**config.mk**
```make
export PLATFORM = sky130hd
export DESIGN_NAME = slk_frame_rx
export DESIGN_NICKNAME = d
export VERILOG_FILES = /design/src/rtl/slk_pkg.sv /design/src/rtl/slk_line_sense.sv /design/src/rtl/slk_slot_ctr.sv /design/src/rtl/slk_field_grab.sv /design/src/rtl/slk_frame_rx.sv
export SDC_FILE = /design/constraint.sdc
export NUM_CORES = 1
export LEC_CHECK = 0
export ABC_AREA = 0
export BUFFER_PORTS_ARGS = -buffer_cell sky130_fd_sc_hd__buf_4
export CORE_UTILIZATION = 60
export DETAILED_ROUTE_END_ITERATION = 16
export PLACE_DENSITY = 0.94
export SYNTH_ARGS = -nofsm -noshare
export SYNTH_HDL_FRONTEND = slang
export SYNTH_HIERARCHICAL = 1
export SYNTH_SLANG_ARGS = --single-unit
```
**constraint.sdc**
```tcl
create_clock -name clk -period 3.3 [get_ports clk]
set_clock_uncertainty 0.15 [all_clocks]
set_input_delay 0.165 -clock clk [delete_from_list [all_inputs] [get_ports clk]]
set_output_delay 0.165 -clock clk [all_outputs]
set_load 0.01 [all_outputs]
```
**src/rtl/slk_pkg.sv**
```systemverilog
package slk_pkg;

    typedef enum logic {
        SLK_IDLE = 1'b0,
        SLK_RUN  = 1'b1
    } slk_state_e;

    localparam int SLK_WIN_DEF       = 128;
    localparam int SLK_INC_W_DEF     = 22;
    localparam int SLK_INC_FIRST_DEF = 19;
    localparam int SLK_SEQ_SLOT_DEF  = 67;
    localparam int SLK_CLR_SLOT_DEF  = 68;
    localparam int SLK_LOW_W_DEF     = 10;

endpackage

```
**src/rtl/slk_line_sense.sv**
```systemverilog
module slk_line_sense (
    input  logic clk,
    input  logic rst_n,
    input  logic ser_in,
    output logic bit_o,
    output logic fall_o
);

    typedef struct packed {
        logic cur;
        logic prev;
    } sense_t;

    sense_t s_d, s_q;

    always_comb begin
        s_d      = s_q;
        s_d.cur  = ser_in;
        s_d.prev = s_q.cur;
    end

    always_ff @(posedge clk) begin
        if (!rst_n) begin
            s_q <= '0;
        end else begin
            s_q <= s_d;
        end
    end

    assign bit_o  = s_q.cur;
    assign fall_o = s_q.prev & ~s_q.cur;

    // A detected fall means the line was high one cycle earlier.
    assert_fall_has_high_R2: assert property (@(posedge clk) disable iff (!rst_n)
        fall_o |-> ($past(ser_in, 2) && !$past(ser_in, 1)));

endmodule

```
**src/rtl/slk_slot_ctr.sv**
```systemverilog
module slk_slot_ctr
    import slk_pkg::*;
#(
    parameter int WIN = SLK_WIN_DEF
) (
    input  logic                     clk,
    input  logic                     rst_n,
    input  logic                     fall_i,
    output logic                     slot_vld_o,
    output logic [$clog2(WIN)-1:0]   slot_o,
    output logic                     last_o
);

    localparam int          CW   = $clog2(WIN);
    localparam logic [CW-1:0] LAST = CW'(WIN - 1);

    typedef struct packed {
        slk_state_e    st;
        logic [CW-1:0] cnt;
    } ctr_t;

    ctr_t r_d, r_q;

    always_comb begin
        r_d = r_q;
        unique case (r_q.st)
            SLK_IDLE: begin
                if (fall_i) begin
                    r_d.st  = SLK_RUN;
                    r_d.cnt = CW'(1);
                end
            end
            SLK_RUN: begin
                if (r_q.cnt == LAST) begin
                    r_d.st  = SLK_IDLE;
                    r_d.cnt = '0;
                end else begin
                    r_d.cnt = r_q.cnt + CW'(1);
                end
            end
            default: r_d = '0;
        endcase
    end

    always_ff @(posedge clk) begin
        if (!rst_n) begin
            r_q <= '0;
        end else begin
            r_q <= r_d;
        end
    end

    assign slot_vld_o = (r_q.st == SLK_RUN) | fall_i;
    assign slot_o     = (r_q.st == SLK_RUN) ? r_q.cnt : '0;
    assign last_o     = (r_q.st == SLK_RUN) && (r_q.cnt == LAST);

    // Running count advances by one regardless of line activity.
    assert_no_restart_R8: assert property (@(posedge clk) disable iff (!rst_n)
        (r_q.st == SLK_RUN && r_q.cnt != LAST) |=>
            (r_q.st == SLK_RUN && r_q.cnt == $past(r_q.cnt) + CW'(1)));

    // The window always closes back to idle.
    assert_rearm_R8: assert property (@(posedge clk) disable iff (!rst_n)
        last_o |=> (r_q.st == SLK_IDLE));

endmodule

```
**src/rtl/slk_field_grab.sv**
```systemverilog
module slk_field_grab
    import slk_pkg::*;
#(
    parameter int WIN       = SLK_WIN_DEF,
    parameter int INC_W     = SLK_INC_W_DEF,
    parameter int INC_FIRST = SLK_INC_FIRST_DEF,
    parameter int SEQ_SLOT  = SLK_SEQ_SLOT_DEF,
    parameter int CLR_SLOT  = SLK_CLR_SLOT_DEF,
    parameter bit MSB_FIRST = 1'b1
) (
    input  logic                   clk,
    input  logic                   rst_n,
    input  logic                   bit_i,
    input  logic                   slot_vld_i,
    input  logic [$clog2(WIN)-1:0] slot_i,
    input  logic                   last_i,
    output logic [INC_W-1:0]       inc_o,
    output logic                   seq_o,
    output logic                   clr_o,
    output logic                   load_o
);

    localparam int INC_LAST = INC_FIRST + INC_W - 1;

    typedef struct packed {
        logic [INC_W-1:0] inc_sh;
        logic             seq_sh;
        logic             clr_sh;
        logic [INC_W-1:0] inc;
        logic             seq;
        logic             clr;
        logic             load;
    } grab_t;

    grab_t g_d, g_q;
    logic [INC_W-1:0] shifted;
    logic             in_inc, at_seq, at_clr;

    generate
        if (MSB_FIRST) begin : g_msb
            assign shifted = {g_q.inc_sh[INC_W-2:0], bit_i};
        end else begin : g_lsb
            assign shifted = {bit_i, g_q.inc_sh[INC_W-1:1]};
        end
    endgenerate

    always_comb begin
        in_inc = slot_vld_i && (int'(slot_i) >= INC_FIRST) && (int'(slot_i) <= INC_LAST);
        at_seq = slot_vld_i && (int'(slot_i) == SEQ_SLOT);
        at_clr = slot_vld_i && (int'(slot_i) == CLR_SLOT);
    end

    always_comb begin
        g_d      = g_q;
        g_d.load = 1'b0;
        g_d.clr  = 1'b0;
        if (in_inc) g_d.inc_sh = shifted;
        if (at_seq) g_d.seq_sh = bit_i;
        if (at_clr) g_d.clr_sh = bit_i;
        if (last_i) begin
            g_d.inc  = g_q.inc_sh;
            g_d.seq  = g_q.seq_sh;
            g_d.clr  = g_q.clr_sh;
            g_d.load = 1'b1;
        end
    end

    always_ff @(posedge clk) begin
        if (!rst_n) begin
            g_q <= '0;
        end else begin
            g_q <= g_d;
        end
    end

    assign inc_o  = g_q.inc;
    assign seq_o  = g_q.seq;
    assign clr_o  = g_q.clr;
    assign load_o = g_q.load;

    // Capture slots never overlap the end of the window.
    assert_capture_before_end_R3: assert property (@(posedge clk) disable iff (!rst_n)
        last_i |-> !(in_inc || at_seq || at_clr));

endmodule

```
**src/rtl/slk_frame_rx.sv**
```systemverilog
module slk_frame_rx
    import slk_pkg::*;
#(
    parameter int             WIN       = SLK_WIN_DEF,
    parameter int             INC_W     = SLK_INC_W_DEF,
    parameter int             INC_FIRST = SLK_INC_FIRST_DEF,
    parameter int             SEQ_SLOT  = SLK_SEQ_SLOT_DEF,
    parameter int             CLR_SLOT  = SLK_CLR_SLOT_DEF,
    parameter int             LOW_W     = SLK_LOW_W_DEF,
    parameter logic [LOW_W-1:0] LOW_FILL = '0
) (
    input  logic                     clk,
    input  logic                     rst_n,
    input  logic                     ser_in,
    output logic [INC_W+LOW_W-1:0]   phase_word,
    output logic                     phase_load,
    output logic                     line_seq,
    output logic                     dds_clear
);

    localparam int CW = $clog2(WIN);

    logic          bit_w, fall_w, slot_vld_w, last_w;
    logic [CW-1:0] slot_w;
    logic [INC_W-1:0] inc_w;

    slk_line_sense u_sense (
        .clk    (clk),
        .rst_n  (rst_n),
        .ser_in (ser_in),
        .bit_o  (bit_w),
        .fall_o (fall_w)
    );

    slk_slot_ctr #(.WIN(WIN)) u_ctr (
        .clk        (clk),
        .rst_n      (rst_n),
        .fall_i     (fall_w),
        .slot_vld_o (slot_vld_w),
        .slot_o     (slot_w),
        .last_o     (last_w)
    );

    slk_field_grab #(
        .WIN       (WIN),
        .INC_W     (INC_W),
        .INC_FIRST (INC_FIRST),
        .SEQ_SLOT  (SEQ_SLOT),
        .CLR_SLOT  (CLR_SLOT),
        .MSB_FIRST (1'b1)
    ) u_grab (
        .clk        (clk),
        .rst_n      (rst_n),
        .bit_i      (bit_w),
        .slot_vld_i (slot_vld_w),
        .slot_i     (slot_w),
        .last_i     (last_w),
        .inc_o      (inc_w),
        .seq_o      (line_seq),
        .clr_o      (dds_clear),
        .load_o     (phase_load)
    );

    assign phase_word = {inc_w, LOW_FILL};

    assert_load_single_R6: assert property (@(posedge clk) disable iff (!rst_n)
        phase_load |=> !phase_load);

    assert_load_after_window_R6: assert property (@(posedge clk) disable iff (!rst_n)
        last_w |=> phase_load);

    assert_clear_with_load_R5: assert property (@(posedge clk) disable iff (!rst_n)
        dds_clear |-> phase_load);

    assert_hold_between_loads_R9: assert property (@(posedge clk) disable iff (!rst_n)
        !phase_load |-> ($stable(phase_word) && $stable(line_seq) && !dds_clear));

endmodule

```
==> metrics.csv, run 1 <==
metric,value,unit
first_pass_iters,4,
synth_cells,261,
cap_violations,0,
cts_sinks,59,
period_share,0.6273,
ant_nets,0,
power_density,484.9,mW/mm2
criticalPathCategory,reg -> reg,
htreeDepth,3,
grt_pass1_vias,1549,
final-seq-area,0.001181,mm2
die-area,0.004585,mm2
max_freq,0.4831,GHz
num_rows,23,
ys.flop_type,dfxtp_1,
overflow,0,
vias_per_cell,5.276,
hold_path.class,in -> reg,
cp-start-kind,register,
power.leakage,1.027,nW
fin_nets,272,
port_buffers,27,
ir_drop,0.4736,mV
wl_per_cell,13.41,um
track_usage,0.2161,
synth_area_leaders,"dfxtp_1 (46%), mux2i_1 (18%), buf_4 (9.3%)",
antenna_found_initial,0,
fin_crit,2.070,ns
synth_common_cells,"dfxtp_1 (59), mux2i_1 (47), buf_4 (32)",
yosysUniqueCellTypes,38,
initial_core_util,0.6341,
core_area,0.004086,mm2
critPathRequiredTime,3.40,ns
finalPower,1.363,mW
synth_area_leader_cell,dfxtp_1,
drtIter0Drc,118,
drive_gt1_frac,0.1795,
finalSetupViolations,0,
synth_seq_cells,59,
hold_violations,0,
dieWidth,67.72,um
dpl.hpwl,2822,um
path_max_fanout,22,
ys_warn_count,6,
grt_start_max_net_pins,54,
num_vias,1704,
synthArstFlopShare,0,
cts_tree,yes,
die_h,67.72,um
clk_latency,0.33,ns
drc_errors,0,
totalWireLength,4331,um
grt_pass1_wl,7065,um
maxSlewViolCount,0,
multi_input_area,0.001132,mm2
layout-area-overhead-vs-synth,8.450,%
ios,38,
hold_ws,0.1571,ns
yosysMostFrequentCell,dfxtp_1,
cts_root_buf,clkbuf_8,
n_fill_cell,311,
synth-seq-area-share,0.4558,
netlist.area_leader.share,0.4558,
avgSynthCellArea,9.928,um2
rsz0062_at_grt,no,
final_util,0.6877,
gp_congestion,0.9282,
arrival,2.17,ns
fin_setup_tns,0,ns
crit_path_end_kind,register,
cts_resized,0,
cts_made_buffers,9,
n_antenna_cell,0,
synth_edf_count,0,
clock_path_buffers,2,
syn-cell-area,0.002591,mm2
status,"complete, no violations",
clkSlewWorstSetupHoldPaths,0.06,ns
[worst max-delay path, stage by stage (launching register included)]
cell and delay (ns):
dfxtp_1 0.55, nor2_1 0.19, inv_1 0.16, nand4bb_1 0.14
o22ai_2 0.18, buf_4 0.36, mux2i_1 0.25
[routing by layer]
layer,vias up,global-route usage,share of wire
li1,852,-,-
met1,798,0.2536,0.44
met2,43,0.3304,0.49
met3,11,0.1047,0.053
met4,0,0.09574,0.021
met5,-,0,0
[kinds of logic (layout without fill, tap and decap cells)]
family                   count (synthesis)  count (layout)  share of synthesized area
multiplexers                            47              47                     0.1816
other                                    1              10                   0.001447
AND/OR/NAND/NOR                         87              87                     0.1840
flip-flops                              59              59                     0.4558
buffers and inverters                   47              50                     0.1222
adder cells (fa/ha/maj)                  1               1                   0.004828
AO/OA/AOI/OAI                           19              19                    0.05022
[final cells by class]
type                    count  area share
flip-flops and latches     59      0.4203
multi-input cells         164      0.4029
inverters                   4    0.005343
well taps                  50     0.02226
repair buffers             30     0.08103
clock inverters             1    0.001781
clock buffers              15     0.06634
[what timing repair did]
item / 4_1_cts / 5_1_grt
hold buffers: 1 / 0
endpoints found under the hold margin: 1 / 0
setup buffers: 0 / 0
[final timing paths]
path                  start             end  slack [ns]  depth (start not counted)
max            u_ctr/r_q[7]  u_grab/g_q[40]        1.23                          6
max reg2reg    u_ctr/r_q[7]  u_grab/g_q[40]        1.23                          6
min                   rst_n  u_grab/g_q[26]        0.16                          3
min reg2reg  u_grab/g_q[26]  u_grab/g_q[26]        0.32                          2
[layout by cell type (no fill, tap or decap), types with 2 or more instances in the layout]
master,instances
or3b_1,2
clkbuf_1,2
a31oi_1,2
conb_1,10
a311oi_1,2
mux2i_1,47
inv_1,4
and2_1,8
nor2_1,6
or3_1,3
nor2b_1,23
a21oi_1,4
nand3_1,2
dfxtp_1,59
buf_4,29
o21ai_0,4
nor3_1,3
nand4bb_1,2
nand2_1,29
clkbuf_8,13
[per-stage QoR]
| stage | worst slack (ns) | cell area, um2 | instances |
|---|---|---|---|
| after floorplan | 1.392 | 2625 | 270 |
| after global placement | 1.419 | 2609 | 306 |
| after detailed placement | 1.266 | 2609 | 306 |
| after CTS | 1.262 | 2810 | 323 |
| after global routing | 1.085 | 2810 | 323 |
| final | 1.230 | 2810 | 323 |
[sequential cells by signal, indices dropped and copies added (netlist names)]
register / count
u_grab/load_o: 1
u_grab/g_q: 24
u_ctr/r_q: 8
u_sense/s_q: 1
u_grab/clr_o: 1
u_sense/bit_o: 1
u_grab/seq_o: 1
u_grab/inc_o: 22
[power by group]
group	switching (mW)	internal, mW	leakage, nW	total [mW]
Clock	0.256	0.354	0.0997	0.610
Sequential	0.00418	0.715	0.476	0.719
Combinational	0.0216	0.0112	0.451	0.0329
Total	0.282	1.08	1.03	1.36
Power figures use the tool's default switching activity.
==> run 2: changes to the inputs <==
ABC_AREA = 1   (was 0)
CORE_UTILIZATION = 51   (was 60)
PLACE_DENSITY = 0.86   (was 0.94)
clock period = 1.75 ns   (was 3.3 ns; I/O delays follow)
==> run 2 against run 1 <==
Against the previous run: global-route usage decreased by 2.4 points; die area increased by 25%; setup slack lost 1.2 ns; combinational power grew to 2.8 times the previous value; routed wire length is 52% higher; critical path depth increased by 3; cell count rose by 44%; via count increased by 41%; clock-buffer cell count down 5; sequential cell count unchanged; highest routed layer unchanged; largest power group unchanged.
==> metrics.csv, run 2 <==
metric,value,unit
hold_violations,0,
dpl.hpwl,3125,um
r2r_cells,9,
arrival,1.86,ns
cp_cell_sequence,nand2_1 > inv_2 > inv_2 > nand2_2 > nand3_2 > nor2_4 > clkbuf_16 > a21oi_1 > nor2_1,
status,"complete, no violations",
n_fill_cell,388,
synth-seq-area-share,0.4271,
pre_cts_ws,0.05916,ns
crit_family,simple AND/OR/NAND/NOR gates,
dieWidth,75.64,um
synthArstFlopShare,0,
holdPathStages,3,
layout-area-overhead-vs-synth,20.63,%
synth_area_leader_cell,dfxtp_1,
stdcell_count,465,
avgSynthCellArea,7.393,um2
antenna_found_initial,0,
synth_seq_cells,59,
netlist.area_leader.share,0.4271,
ant_nets,0,
crit_top_cell,inv_2,
synth_area_leaders,"dfxtp_1 (43%), buf_4 (9.2%), a21oi_1 (8.9%)",
slowest_stage,dfxtp_1,
yosysMostFrequentCell,dfxtp_1,
largest_reg_flops,24,
ys_warn_count,6,
core_area,0.005172,mm2
vias_per_cell,5.176,
clock_path_buffers,2,
cts_sinks,59,
num_rows,26,
ios,38,
totalWireLength,6601,um
synth_cells,374,
path_max_fanout,22,
period_share,0.9962,
p_int,2.205,mW
max_freq,0.5736,GHz
slowest_delay,0.45,ns
cts_made_buffers,9,
fin_crit,1.743,ns
cts_tree,yes,
port_buffers,27,
cp_num_buf_inv,3,
wl_per_cell,14.20,um
max_slew_margin,0.6575,
final_cell_mix,"dfxtp_1 (55), nand2_1 (48), a21oi_1 (48), inv_1 (44), nor2_1 (36)",
reg2reg_from,u_ctr/r_q[5],
ir_drop,0.4788,mV
clkPwrFrac,0.484,
worst_pin_slew,0.5137,ns
fin_setup_tns,0,ns
cp-start-kind,register,
hold_path.class,in -> reg,
p_sw,0.5938,mW
drtIter0Drc,192,
die_h,75.64,um
synth_common_cells,"dfxtp_1 (59), nand2_1 (50), a21oi_1 (49)",
critPathRequiredTime,1.87,ns
grt_pass1_vias,1928,
criticalPathCategory,reg -> reg,
hold_end,u_sense/bit_o,
pwr-share-seq,0.484,
dpl.cell_count,439,
grt_pass1_wl,8148,um
drc_errors,0,
yosysUniqueCellTypes,28,
grt_start_max_net_pins,55,
r2r-end,u_grab/g_q[46],
multi_input_area,0.001100,mm2
final-seq-area,0.001186,mm2
ys.flop_type,dfxtp_1,
final_common_cell,dfxtp_1,
cap_violations,0,
synth_edf_count,0,
n_antenna_cell,0,
pwr-share-comb,0.032,
holdCritStartpoint,rst_n,
htreeDepth,3,
clk_latency,0.34,ns
die-area,0.005721,mm2
initial_core_util,0.5346,
num_vias,2407,
clkSlewWorstSetupHoldPaths,0.07,ns
cts_root_buf,clkbuf_8,
overflow,0,
track_usage,0.1922,
first_pass_iters,7,
rrSetupSlack,0.007,ns
maxSlewViolCount,0,
fin_nets,395,
power.leakage,1.455,nW
swShare,0.2122,
setup_slack,0.006624,ns
drive_gt1_frac,0.2304,
crit_path_end_kind,register,
power_density,839.0,mW/mm2
gp_congestion,0.8725,
regMostFlops,u_grab/g_q,
syn-cell-area,0.002765,mm2
finalSetupViolations,0,
-- run 2: through the flow --
stage | hold slack (ns) | power, mW | instance area (um2) | utilization
3_3_place_gp | 0.1171 | 1.464 | 2835 | 0.5481
2_1_floorplan | 0.03095 | 1.457 | 2800 | -
4_1_cts | 0.04591 | 2.806 | 3060 | 0.5917
6_report | 0.05308 | 2.799 | 3336 | 0.6449
5_1_grt | 0.05708 | 2.893 | 3336 | 0.6449
3_5_place_dp | 0.1234 | 1.466 | 2835 | 0.5481
-- run 2: worst max-delay path by stage --
stage                        from                to  slack [ns]  depth (start not counted)
global placement     u_ctr/r_q[7]    u_grab/g_q[34]        0.16                         11
detailed placement   u_ctr/r_q[1]   u_grab/inc_o[2]        0.06                          8
floorplan            u_ctr/r_q[1]  u_grab/inc_o[10]      -0.009                          8
finish               u_ctr/r_q[5]    u_grab/g_q[46]       0.007                          9
global route        u_sense/bit_o    u_grab/g_q[40]       -0.10                          9
CTS                  u_ctr/r_q[1]   u_grab/inc_o[2]        0.05                          8
-- run 2: final cells by class --
| class | instances | share of cell area |
|---|---|---|
| clock buffers | 10 | 0.04126 |
| flip-flops and latches | 59 | 0.3556 |
| clock inverters | 5 | 0.02326 |
| inverters | 48 | 0.05401 |
| well taps | 70 | 0.02626 |
| repair buffers | 49 | 0.1699 |
| multi-input cells | 224 | 0.3297 |
-- run 2: cells by family after synthesis --
family,Yosys count,synth area share
adders and majority gates,1,0.004524
AOI/OAI and AO/OA,80,0.1489
buffers and inverters,100,0.2059
and+or+nand+nor,133,0.2122
DFF,59,0.4271
other,1,0.001356
-- run 2: timing repair --
| action | 4_1_cts | 5_1_grt |
|---|---|---|
| hold buffers | 1 | 0 |
| endpoints found under the setup margin | 0 | 47 |
| buffers inserted | 0 | 1 |
| gates resized for setup | 0 | 19 |
| endpoints found under the hold margin | 1 | 0 |
-- run 2: per-layer routing --
layer	vias to the layer above	wire (um)	GRT usage
li1	1185	-	-
met1	1105	2714	0.2230
met2	102	3284	0.3234
met3	15	441	0.07143
met4	0	160	0.07407
met5	-	0	0
-- run 2: power groups by stage --
| stage | clock network (mW) | registers [mW] | logic (mW) |
|---|---|---|---|
| floorplan | 0 | 1.38 | 0.0741 |
| global placement | 0 | 1.38 | 0.0815 |
| detailed placement | 0 | 1.38 | 0.0838 |
| CTS | 1.37 | 1.35 | 0.0860 |
| global route | 1.44 | 1.35 | 0.101 |
| finish | 1.35 | 1.35 | 0.0907 |
-- run 2: tightest hold or removal path: stages --
cell and delay (ns):
buf_4 0.27, nand2_1 0.11, inv_1 0.03
